### config.mk
export PLATFORM = sky130hd
export DESIGN_NAME = sysexc_pend_ctrl
export DESIGN_NICKNAME = d
export VERILOG_FILES = /design/src/rtl/sysexc_pkg.sv /design/src/rtl/sysexc_pend_bit.sv /design/src/rtl/sysexc_arb.sv /design/src/rtl/sysexc_pend_ctrl.sv
export SDC_FILE = /design/constraint.sdc
export NUM_CORES = 1
export LEC_CHECK = 0
export BUFFER_PORTS_ARGS = -buffer_cell sky130_fd_sc_hd__buf_2
export CAP_MARGIN = 30
export CORE_UTILIZATION = 35
export DETAILED_ROUTE_END_ITERATION = 7
export GPL_TIMING_DRIVEN = 0
export MAX_ROUTING_LAYER = met4
export PLACE_DENSITY = 0.78
export SYNTH_ARGS = -nofsm -noshare
export SYNTH_HDL_FRONTEND = slang
export SYNTH_SLANG_ARGS = --single-unit
### constraint.sdc
create_clock -name clk -period 2.3 [get_ports clk]
set_input_delay 0.115 -clock clk [delete_from_list [all_inputs] [get_ports clk]]
set_output_delay 0.115 -clock clk [all_outputs]
set_load 0.01 [all_outputs]
### src/rtl/sysexc_pkg.sv
package sysexc_pkg;
  localparam int DATA_W   = 32;
  localparam int NUM_W    = 9;
  localparam int PRI_W    = 2;
  localparam int N_CFG    = 3;
  localparam int N_PEND   = 3;

  localparam logic [NUM_W-1:0] NMI_NUM  = 9'd2;
  localparam logic [NUM_W-1:0] SVC_NUM  = 9'd11;
  localparam logic [NUM_W-1:0] DSV_NUM  = 9'd14;
  localparam logic [NUM_W-1:0] TICK_NUM = 9'd15;

  // stored pending bits: index 0 tick, 1 deferred, 2 nmi
  localparam int IDX_TICK = 0;
  localparam int IDX_DSV  = 1;
  localparam int IDX_NMI  = 2;

  localparam int SET_TICK = 26;
  localparam int CLR_TICK = 25;
  localparam int SET_DSV  = 28;
  localparam int CLR_DSV  = 27;
  localparam int SET_NMI  = 31;
  localparam int CLR_NMI  = 30;

  localparam int NUM_LSB  = 12;
  localparam int ISR_BIT  = 22;
  localparam int PRI_HI_LSB = 30;
  localparam int PRI_MID_LSB = 22;
endpackage

### src/rtl/sysexc_pend_bit.sv
module sysexc_pend_bit (
  input  logic clk,
  input  logic rst,
  input  logic sw_we,
  input  logic sw_set,
  input  logic sw_clr,
  input  logic hw_set,
  output logic pend_nxt,
  output logic pend_q
);
  always_comb begin
    pend_nxt = pend_q;
    if (sw_we && sw_set)                pend_nxt = 1'b1;
    else if (sw_we && sw_clr)           pend_nxt = 1'b0;
    if (hw_set)                         pend_nxt = 1'b1;
  end

  always_ff @(posedge clk) begin
    if (rst) pend_q <= 1'b0;
    else     pend_q <= pend_nxt;
  end
endmodule

### src/rtl/sysexc_arb.sv
module sysexc_arb
  import sysexc_pkg::*;
#(
  parameter int N = N_CFG,
  parameter int PW = PRI_W,
  parameter int NW = NUM_W
)(
  input  logic [N-1:0]          req,
  input  logic [N-1:0][PW-1:0]  pri,
  input  logic [N-1:0][NW-1:0]  num,
  input  logic                  nmi,
  output logic [NW-1:0]         win_num
);
  logic          best_vld;
  logic [PW-1:0] best_pri;
  logic [NW-1:0] best_num;

  // sources are ordered by ascending number; strict compare keeps the lower one on ties
  always_comb begin
    best_vld = 1'b0;
    best_pri = '1;
    best_num = '0;
    for (int i = 0; i < N; i++) begin
      if (req[i] && (!best_vld || pri[i] < best_pri)) begin
        best_vld = 1'b1;
        best_pri = pri[i];
        best_num = num[i];
      end
    end
    win_num = nmi ? NW'(NMI_NUM) : best_num;
  end
endmodule

### src/rtl/sysexc_pend_ctrl.sv
module sysexc_pend_ctrl
  import sysexc_pkg::*;
(
  input  logic              clk,
  input  logic              rst,
  input  logic              wr_ctl,
  input  logic              wr_pri2,
  input  logic              wr_pri3,
  input  logic [DATA_W-1:0] wr_data,
  input  logic              hw_tick_set,
  input  logic              hw_nmi_set,
  input  logic              svc_req,
  input  logic [NUM_W-1:0]  act_num,
  output logic [DATA_W-1:0] ctl_word,
  output logic [DATA_W-1:0] pri2_word,
  output logic [DATA_W-1:0] pri3_word,
  output logic              any_pend
);
  localparam int SET_POS [N_PEND] = '{SET_TICK, SET_DSV, SET_NMI};
  localparam int CLR_POS [N_PEND] = '{CLR_TICK, CLR_DSV, CLR_NMI};

  logic [N_PEND-1:0] hw_vec;
  logic [N_PEND-1:0] pend_nxt;
  logic [N_PEND-1:0] pend_q;

  assign hw_vec[IDX_TICK] = hw_tick_set;
  assign hw_vec[IDX_DSV]  = 1'b0;
  assign hw_vec[IDX_NMI]  = hw_nmi_set;

  for (genvar g = 0; g < N_PEND; g++) begin : g_pend
    sysexc_pend_bit u_bit (
      .clk      (clk),
      .rst      (rst),
      .sw_we    (wr_ctl),
      .sw_set   (wr_data[SET_POS[g]]),
      .sw_clr   (wr_data[CLR_POS[g]]),
      .hw_set   (hw_vec[g]),
      .pend_nxt (pend_nxt[g]),
      .pend_q   (pend_q[g])
    );
  end

  // priority registers
  logic [PRI_W-1:0] pri_svc_q, pri_dsv_q, pri_tick_q;
  logic [PRI_W-1:0] pri_svc_n, pri_dsv_n, pri_tick_n;

  always_comb begin
    pri_svc_n  = wr_pri2 ? wr_data[PRI_HI_LSB +: PRI_W]  : pri_svc_q;
    pri_dsv_n  = wr_pri3 ? wr_data[PRI_MID_LSB +: PRI_W] : pri_dsv_q;
    pri_tick_n = wr_pri3 ? wr_data[PRI_HI_LSB +: PRI_W]  : pri_tick_q;
  end

  always_ff @(posedge clk) begin
    if (rst) begin
      pri_svc_q  <= '0;
      pri_dsv_q  <= '0;
      pri_tick_q <= '0;
    end else begin
      pri_svc_q  <= pri_svc_n;
      pri_dsv_q  <= pri_dsv_n;
      pri_tick_q <= pri_tick_n;
    end
  end

  // arbitration on next-state values so the status lands with the pending bits
  logic [N_CFG-1:0]             cfg_req;
  logic [N_CFG-1:0][PRI_W-1:0]  cfg_pri;
  logic [N_CFG-1:0][NUM_W-1:0]  cfg_num;
  logic [NUM_W-1:0]             win_num;

  assign cfg_req = {pend_nxt[IDX_TICK], pend_nxt[IDX_DSV], svc_req};
  assign cfg_pri = {pri_tick_n, pri_dsv_n, pri_svc_n};
  assign cfg_num = {TICK_NUM, DSV_NUM, SVC_NUM};

  sysexc_arb #(.N(N_CFG), .PW(PRI_W), .NW(NUM_W)) u_arb (
    .req     (cfg_req),
    .pri     (cfg_pri),
    .num     (cfg_num),
    .nmi     (pend_nxt[IDX_NMI]),
    .win_num (win_num)
  );

  logic [NUM_W-1:0] num_q;
  logic             isr_q;
  logic             any_q;

  always_ff @(posedge clk) begin
    if (rst) begin
      num_q <= '0;
      isr_q <= 1'b0;
      any_q <= 1'b0;
    end else begin
      num_q <= win_num;
      isr_q <= |cfg_req;
      any_q <= (|cfg_req) | pend_nxt[IDX_NMI];
    end
  end

  always_comb begin
    ctl_word = '0;
    ctl_word[NUM_W-1:0]           = act_num;
    ctl_word[NUM_LSB +: NUM_W]    = num_q;
    ctl_word[ISR_BIT]             = isr_q;
    ctl_word[SET_TICK]            = pend_q[IDX_TICK];
    ctl_word[SET_DSV]             = pend_q[IDX_DSV];
    ctl_word[SET_NMI]             = pend_q[IDX_NMI];
    pri2_word = '0;
    pri2_word[PRI_HI_LSB +: PRI_W]  = pri_svc_q;
    pri3_word = '0;
    pri3_word[PRI_MID_LSB +: PRI_W] = pri_dsv_q;
    pri3_word[PRI_HI_LSB +: PRI_W]  = pri_tick_q;
  end

  assign any_pend = any_q;
endmodule

Word-level counts from Yosys, hierarchy flattened:

Cells that the tools add are included.

* flip-flop bits (word level): 20
* output and inout port bits: 97
* word-level logic and storage cells: 48
* input port bits: 49

* reductions and logical operators: 15
* bitwise operators: 1
* magnitude comparators: 2
* multiplexer cells: 19

Operators by type and width (number)
* 2-bit 2-to-1 mux: 6
* 4-bit 2-to-1 mux: 3
* 1-bit 2-to-1 mux: 10
* 1-bit logical AND: 8
* 2-bit less-than comparator: 2
* 4-bit OR reduction: 1
* 3-bit OR reduction: 1
* 1-bit logical NOT: 2
* 1-bit logical OR: 2
* 2-bit OR reduction: 1
* 1-bit OR: 1

Logic depth before layout (Yosys ltp):

Gate-level depths: netlist (run 1).

* depth in word-level cells: 11
* depth in mapped cells: 11
* mapped depth without buffers: 11

Modules after synthesis:

Synthesis (run 1) repeated with hierarchy kept, for this count alone.

* cells, all modules: 208
* area total of the unflattened synthesis: 1766.7 um^2

By module, submodules not included
* sysexc_pend_ctrl: times used 1, cells each 123, seq. area each 340.3 um^2, area an instance 1117.3 um^2
* sysexc_arb: times used 1, cells each 70, seq. area each 0.0 um^2, area an instance 506.7 um^2
* sysexc_pend_bit: times used 3, cells each 5, seq. area each 20.0 um^2, area an instance 47.5 um^2

Worst setup path after synthesis (run 1):

No wires, ideal clock.

* path kind: flip-flop to flip-flop
* from: reg pri_dsv_q[1]
* to: reg num_q[0]
* cell stages (with the launch flop): 10
* data required time: 2172 ps
* library setup time: 128 ps
* arrival time: 2005 ps
* buffers on the path: 0
* clock period less this slack: 2133 ps
* path slack: 167 ps
* path through: dfxtp_1 > mux2_2 > ha_1 > a21oi_1 > and2_4 > o22ai_1 > ha_1 > nand3_1 > o311ai_2 > o22ai_1

* word-level cells in the longest chain between the ends: 9
* elaborated cells between the ends (all ways): 12
* those cells by class: 2 x order compare; 5 x mux; 5 x reduce/logical

Ends and longest elaborated chain
* start, declared: RTL line sysexc_pend_ctrl.sv:44 `logic [PRI_W-1:0] pri_svc_q, pri_dsv_q, pri_tick_q;`
* start signal, assigned: RTL line sysexc_pend_ctrl.sv:60 `pri_dsv_q <= pri_dsv_n;`
* 2-bit 2-to-1 mux *: RTL line sysexc_pend_ctrl.sv:49 `pri_dsv_n = wr_pri3 ? wr_data[PRI_MID_LSB +: PRI_W] : pri_dsv_q;`
* net pri_dsv_n[1]: RTL line sysexc_pend_ctrl.sv:45 `logic [PRI_W-1:0] pri_svc_n, pri_dsv_n, pri_tick_n;`
* 2-bit less-than comparator: RTL line sysexc_arb.sv:24 `if (req[i] && (!best_vld || pri[i] < best_pri)) begin`
* 1-bit logical OR: RTL line sysexc_arb.sv:24
* 1-bit logical AND: RTL line sysexc_arb.sv:24
* 2-bit 2-to-1 mux / 1-bit 2-to-1 mux (equally long branches): RTL line sysexc_arb.sv:24
* 2-bit less-than comparator / 1-bit logical NOT (equally long branches): RTL line sysexc_arb.sv:24
* 1-bit logical OR: RTL line sysexc_arb.sv:24
* 1-bit logical AND: RTL line sysexc_arb.sv:24
* 4-bit 2-to-1 mux *: RTL line sysexc_arb.sv:24
* end signal, assigned: RTL line sysexc_pend_ctrl.sv:93 `num_q <= win_num;`
* end, declared: RTL line sysexc_pend_ctrl.sv:83 `logic [NUM_W-1:0] num_q;`

Mark *: on every way through the listed nets, which the timed path passes. The rest lies on a longest branch.
A chain may end at the register's enable or synchronous reset.

Final worst setup path (run 1):

* from: reg pri_dsv_q[1]
* to: reg num_q[2]

The elaborated chain is that of the path after synthesis.

==> key figures, run 1 <==
Floorplan
  • Die width: 64.7 um
  • DIE AREA: about 0.0042 mm2
  • Num rows: 22
  • Starting Density: 0.370
  • Core area: around 0.0037 mm2
  • Die H: approximately 65 um
  • # IOs: about 150

Run status
  • Outcome: finished, final reports clean

Run
  • Max-Cap Viols: 0

Worst setup path
  • Most frequent cell on the critical path: o22ai_1
  • CP Cell Sequence: mux2_2 > ha_4 > o21ai_2 > a2bb2oi_1 > o22ai_1 > ha_1 > nand3_1 > o311ai_2 > o22ai_1
  • CP max stage cell: ha_1
  • Critical path buffers and inverters: 0
  • Critical Path RT: around 2400 ps
  • Worst-path fanout max: 3
  • Critical Path Max Stage Delay: 340 ps
  • Setup crit start kind: flip-flop
  • CP endpoint kind: flip-flop
  • Category of the most critical setup path: flip-flop to flip-flop
  • Delay-heaviest family, CP: compound AO/OA/AOI/OAI gates
  • Worst EP arrival: roughly 2300 ps

Finish
  • Multi-input logic area: around 700 um2
  • Fill cells: approximately 350
  • Final core occ: 0.527
  • Share of post-route cells with drive strength above 1: 0.531
  • N_diodes: 0
  • Nets: about 330
  • Sequential Area: approximately 300 um2
  • Area grow syn2layout: 42.3%

Clocking
  • Clock-pin slew on the worst setup and hold paths: around 60 ps
  • Clk sinks: 15
  • Post-CTS Setup Repair Bufs: 0
  • Post-cts resize count: 0
  • Worst-skew pair later-pin latency: between 200 and 300 ps
  • Deepest clock path buffer count: 2
  • CTS tree: done
  • Hold-fix buffers, CTS: 0
  • CTS buffer count: 3
  • H-tree depth: 1
  • Clk root buf: clkbuf_8

Global routing
  • Initial antenna violation count: 0
  • Largest net degree at the start of global routing: 11
  • Total track usage: 0.107
  • Number of global-route vias before repair: ~800
  • Global route overflow: 0
  • First-pass GRT wire length: roughly 3400 um

STA
  • Endpoints failing setup: 0
  • FMAX: around 460 MHz
  • Skew final: about 5.7 ps
  • Final slew viol count: 0
  • Hold Vio Cnt, Final: 0
  • Tmin final: about 2200 ps
  • Crit share post-route: 0.946

Logic synthesis
  • Post-synthesis register bit count: 15
  • Synth area leader: buf_4
  • YS warnings: 0
  • Fraction of registers with async set/reset: 0
  • Area of the mapped netlist: approximately 0.0014 mm2
  • Commonest cells post-synth: 86 x buf_4, 15 x dfxtp_1, 6 x a21oi_1, 6 x nor2_1, 5 x nand2_1
  • Seq/Total Area, Yosys: 0.218
  • Ys flop type: dfxtp_1
  • Synth top area share: 0.470
  • Ranking of synthesized cells by area: buf_4 47%, dfxtp_1 22%, mux2_2 2.5%, a21oi_1 2.2%, mux2i_1 2.2%
  • Avg Synthesized Cell Area: 8.65 um2
  • Most common cell in the netlist: buf_4
  • Unique masters post-synth: 31
  • Mapped Cells: around 160
  • EDFF count, synth: 0

Route
  • Detailed-route via count: between 1000 and 1500
  • Routed WL per cell: about 7.8 um
  • Routed Antenna Nets: 0
  • Iteration-0 DRC Markers: 59
  • Via-to-Cell Ratio: 3.53
  • Drt total wl: about 2500 um
  • DR DRC count: 0
  • Detailed Routing Iterations Pass 1: 4

Power
  • Max VDD drop: 0.000244 V
  • Total power: about 0.83 mW
  • Pwr dens: roughly 420 mW/mm2
  • LEAKAGE: roughly 1.2 nW

Placed design
  • Port bufs: 38
  • Routability cong.: 0.850
  • Detailed Place HPWL: 2120 um

Hold path
  • HP Class: input pin to flip-flop
final cells by class:
type                    count  area share
well taps                  48      0.0307
repair buffers             38      0.0972
inverters                   1     0.00192
plain buffers              88       0.338
clock buffers               4      0.0230
multi-input cells         127       0.356
flip-flops and latches     15       0.153
layer usage:
metal  vias to the layer above  share of wire  global-route usage
met3                         4          0.095              0.0229
met4                         0          0.012              0.0417
met2                        67           0.51               0.192
li1                        595              -                   -
met5                         -              0                   -
met1                       467           0.38               0.113
cell families (layout without fill, tap and decap cells):
family,after synthesis,in the layout,synth area share
AND/OR/NAND/NOR,20,20,0.0737
flip-flops,15,15,0.218
AO/OA/AOI/OAI,25,25,0.146
other,1,73,0.00273
adder cells (fa/ha/maj),2,2,0.0182
multiplexers,7,7,0.0573
buffers and inverters,89,131,0.483
cells in the final DEF (no fill, tap or decap):
cell / n
buf_4: 86
buf_6: 1
nor2_1: 6
conb_1: 73
a211oi_1: 2
a21boi_2: 2
inv_1: 1
mux2_4: 1
buf_2: 38
clkbuf_1: 2
mux2_2: 3
o21ai_2: 1
nand2_1: 5
a21bo_2: 2
mux2i_1: 3
o311ai_2: 1
a2111oi_2: 1
o21ai_0: 2
a2bb2oi_1: 1
nor3_2: 1
a221oi_2: 1
and3_1: 1
a21boi_0: 1
and2_4: 1
ha_1: 1
nand3_1: 2
clkbuf_8: 3
o21ai_1: 1
a21oi_1: 5
dfxtp_1: 15
ha_4: 1
o22ai_1: 3
nor2b_1: 4
a21oi_2: 2
through the flow:
| stage | hold WS [ps] | setup TNS (ps) | worst slack, ps | area (um2) | cells |
|---|---|---|---|---|---|
| after CTS | 91.9 | 0 | 19.2 | 1940 | 321 |
| after global routing | 120 | -9.81 | -8.37 | 1960 | 321 |
| after detailed placement | 360 | -90.3 | -47.3 | 1900 | 317 |
| final | 99.0 | 0 | 125 | 1960 | 321 |
| after floorplan | 187 | 0 | 167 | 1650 | 231 |
| after global placement | 358 | -37.9 | -19.4 | 1900 | 317 |
path summary, 6_finish.rpt:
kind / start / end / slack, ps / cells after the start
worst min register to register: pri_svc_q[1] / pri_svc_q[1] / 540 / 2
worst min-delay path: rst / pri_dsv_q[1] / 100 / 2
worst max-delay path: pri_dsv_q[1] / num_q[2] / 120 / 9
worst max register to register: pri_dsv_q[1] / num_q[2] / 120 / 9
worst register-to-register path: cells and delay by family, from the launching register on:
family | cells | cell delay (ps)
muxes | 1 | 300
adders and majority gates | 2 | 630
and+or+nand+nor | 1 | 100
DFF | 1 | 310
AOI/OAI and AO/OA | 5 | 720
registers in the layout, indices dropped and copies added, names as in the netlist:
| signal | cells |
|---|---|
| isr_q | 1 |
| pri_svc_q | 2 |
| pri_dsv_q | 2 |
| any_pend | 1 |
| pri_tick_q | 2 |
| g_pend.u_bit.pend_q | 3 |
| num_q | 4 |
power breakdown:
group,internal [mW],leakage (nW),switching (mW)
clock network,0.123,0.0228,0.0909
logic,0.172,1.03,0.160
registers,0.278,0.125,0.00634
total,0.573,1.18,0.258
Note: power is estimated with default switching activity, not from simulation.
==> run 2: changes to the inputs <==
--- a/config.mk
+++ b/config.mk
@@ -7,11 +7,13 @@
 export LEC_CHECK = 0
 export BUFFER_PORTS_ARGS = -buffer_cell sky130_fd_sc_hd__buf_2
 export CAP_MARGIN = 30
-export CORE_UTILIZATION = 35
+export CELL_PAD_IN_SITES_DETAIL_PLACEMENT = 0
+export CELL_PAD_IN_SITES_GLOBAL_PLACEMENT = 1
+export CORE_UTILIZATION = 22
 export DETAILED_ROUTE_END_ITERATION = 7
 export GPL_TIMING_DRIVEN = 0
 export MAX_ROUTING_LAYER = met4
-export PLACE_DENSITY = 0.78
+export PLACE_DENSITY = 0.76
 export SYNTH_ARGS = -nofsm -noshare
 export SYNTH_HDL_FRONTEND = slang
 export SYNTH_SLANG_ARGS = --single-unit
==> run 2 against run 1 <==
Flip-flop and latch count is the same. Critical path type unchanged. First-iteration DRC count down 68%. Die area is 57% higher. Highest routed layer unchanged. Largest cell class unchanged. Via count is 0.88% lower.
==> key figures, run 2 (synthesized netlist as in run 1, its figures left out) <==
Run status
  • Outcome: finished, final reports clean

Floorplan
  • Die width: between 80 and 90 um
  • # IOs: ~150
  • Core area: between 0.005 and 0.006 mm2
  • Num rows: 28
  • Starting Density: 0.230
  • Die H: slightly above 80 um
  • DIE AREA: approximately 0.0066 mm2

Finish
  • Sequential Area: between 300 and 400 um2
  • Fill cells: ~650
  • Max reg flops: 4
  • Area grow syn2layout: 46.1%
  • Share of post-route cells with drive strength above 1: 0.538
  • Reg with most FFs: num_q
  • Regs by FF count: num_q: 4 flops, g_pend.u_bit.pend_q: 3 flops
  • Most frequent cells in the layout: 86 x buf_4, 73 x conb_1, 38 x buf_2
  • N_diodes: 0
  • Nets: approximately 330
  • Multi-input logic area: just over 700 um2
  • Fin cells: ~350
  • Commonest non-fill, non-tap cell in the layout: buf_4

Route
  • Drt total wl: between 2000 and 3000 um
  • Detailed-route via count: ~1100
  • Via-to-Cell Ratio: 3.23
  • DR DRC count: 0
  • Detailed Routing Iterations Pass 1: 4
  • Routed WL per cell: 7.41 um
  • Iteration-0 DRC Markers: 19
  • Routed Antenna Nets: 0

Clocking
  • Clk sinks: 15
  • Clk root buf: clkbuf_8
  • H-tree depth: 1
  • CTS tree: done
  • CTS buffer count: 3
  • Worst-skew pair later-pin latency: 240 ps
  • Deepest clock path buffer count: 2
  • Post-CTS Setup Repair Bufs: 0
  • Clock-pin slew on the worst setup and hold paths: 60 ps

Global routing
  • Largest net degree at the start of global routing: 11
  • Total track usage: 0.0755
  • Initial antenna violation count: 0
  • Global route overflow: 0
  • Number of global-route vias before repair: approximately 900
  • First-pass GRT wire length: about 3800 um

Worst setup path
  • CP startpoint: pri_dsv_q[1]
  • R2R cell count: 9
  • Setup crit start kind: flip-flop
  • Critical Path RT: roughly 2500 ps
  • Reg-to-Reg Start: pri_dsv_q[1]
  • Reg2Reg Setup Slack: 140 ps
  • Reg2Reg Capture Point: num_q[2]
  • Worst-path fanout max: 3
  • CP endpoint kind: flip-flop
  • Category of the most critical setup path: flip-flop to flip-flop
  • Worst EP arrival: between 2000 and 2500 ps

STA
  • FMAX: around 460 MHz
  • Tmin final: 2160 ps
  • Hold Vio Cnt, Final: 0
  • Crit share post-route: 0.940
  • Endpoints failing setup: 0
  • WHS: slightly above 100 ps
  • Final slew viol count: 0
  • Skew final: roughly 1.3 ps
  • Final worst setup slack: approximately 140 ps

Placed design
  • Routability cong.: roughly 0.76
  • Port bufs: 38
  • Detailed Place HPWL: roughly 2300 um
  • Post-Place Cells: around 340
  • Pre-CTS setup slack: -91.8 ps

Power
  • LEAKAGE: between 1 and 1.5 nW
  • Pwr dens: around 420 mW/mm2
  • Max VDD drop: 0.000238 V
  • Total power: around 0.84 mW

Hold path
  • Hold wc startpoint: rst
  • Hold depth: 2
  • HP Class: input pin to flip-flop
  • Hold EP: pri_dsv_q[1]

Run
  • Max-Cap Viols: 0
-- run 2: changes by cell type in the layout (fill, tap and decap cells not counted) --
cell	before	now
o311ai_2	1	0
mux2i_2	0	1
mux2i_1	3	2
nand3_1	2	1
o311ai_4	0	1
nand3_2	0	1
-- run 2: critical path, stage by stage, from the launching register on --
cell      delay [ps]
dfxtp_1          310
mux2_2           310
ha_4             290
o21ai_2           60
and2_4           180
o22ai_1          150
ha_1             300
a21oi_2          200
o311ai_4         120
o22ai_1          170
-- run 2: how the worst max path moves through the flow --
stage	end	slack, ps	cells past startpoint
global placement	num_q[2]	-70	10
CTS	num_q[2]	2	11
floorplan	num_q[0]	170	9
global route	num_q[2]	-6	11
detailed placement	num_q[2]	-90	10
finish	num_q[2]	140	9
-- run 2: timing repair --
| action | in CTS | in global routing |
|---|---|---|
| pin swaps | 0 | 3 |
| setup endpoints to repair | 1 | 2 |
| hold buffers | 0 | 0 |
| cloned | 0 | 0 |
| hold endpoints to repair | 0 | 0 |
| gates resized for setup | 1 | 4 |
-- run 2: per-stage QoR --
| step | cell area, um2 | setup TNS (ps) | util |
|---|---|---|---|
| floorplan | 1650 | 0 | - |
| global placement | 1930 | -134 | 0.322 |
| detailed placement | 1930 | -171 | 0.322 |
| CTS | 1980 | 0 | 0.330 |
| global route | 2010 | -6.17 | 0.335 |
| finish | 2010 | 0 | 0.335 |
-- run 2: final cells by class --
cell class,instances,share of cell area
multi-input combinational,127,0.356
buffer,88,0.329
sequential,15,0.149
timing repair buffer,38,0.0946
tap,75,0.0467
clock buffer,4,0.0224
inverter,1,0.00187
-- run 2: report_power, final --
part / internal [mW] / total [mW] / switching (mW) / leakage, nW
registers: 0.278 / 0.285 / 0.00668 / 0.125
logic: 0.176 / 0.341 / 0.165 / 1.03
clock network: 0.123 / 0.211 / 0.0884 / 0.0228
-- run 2: per-layer routing --
| metal | up-vias | global-route usage | wire (um) |
|---|---|---|---|
| met5 | - | - | 0 |
| met3 | 4 | 0.0202 | 351 |
| met1 | 445 | 0.0824 | 988 |
| li1 | 597 | - | - |
| met2 | 77 | 0.127 | 1220 |
| met4 | 0 | 0.0357 | 23 |
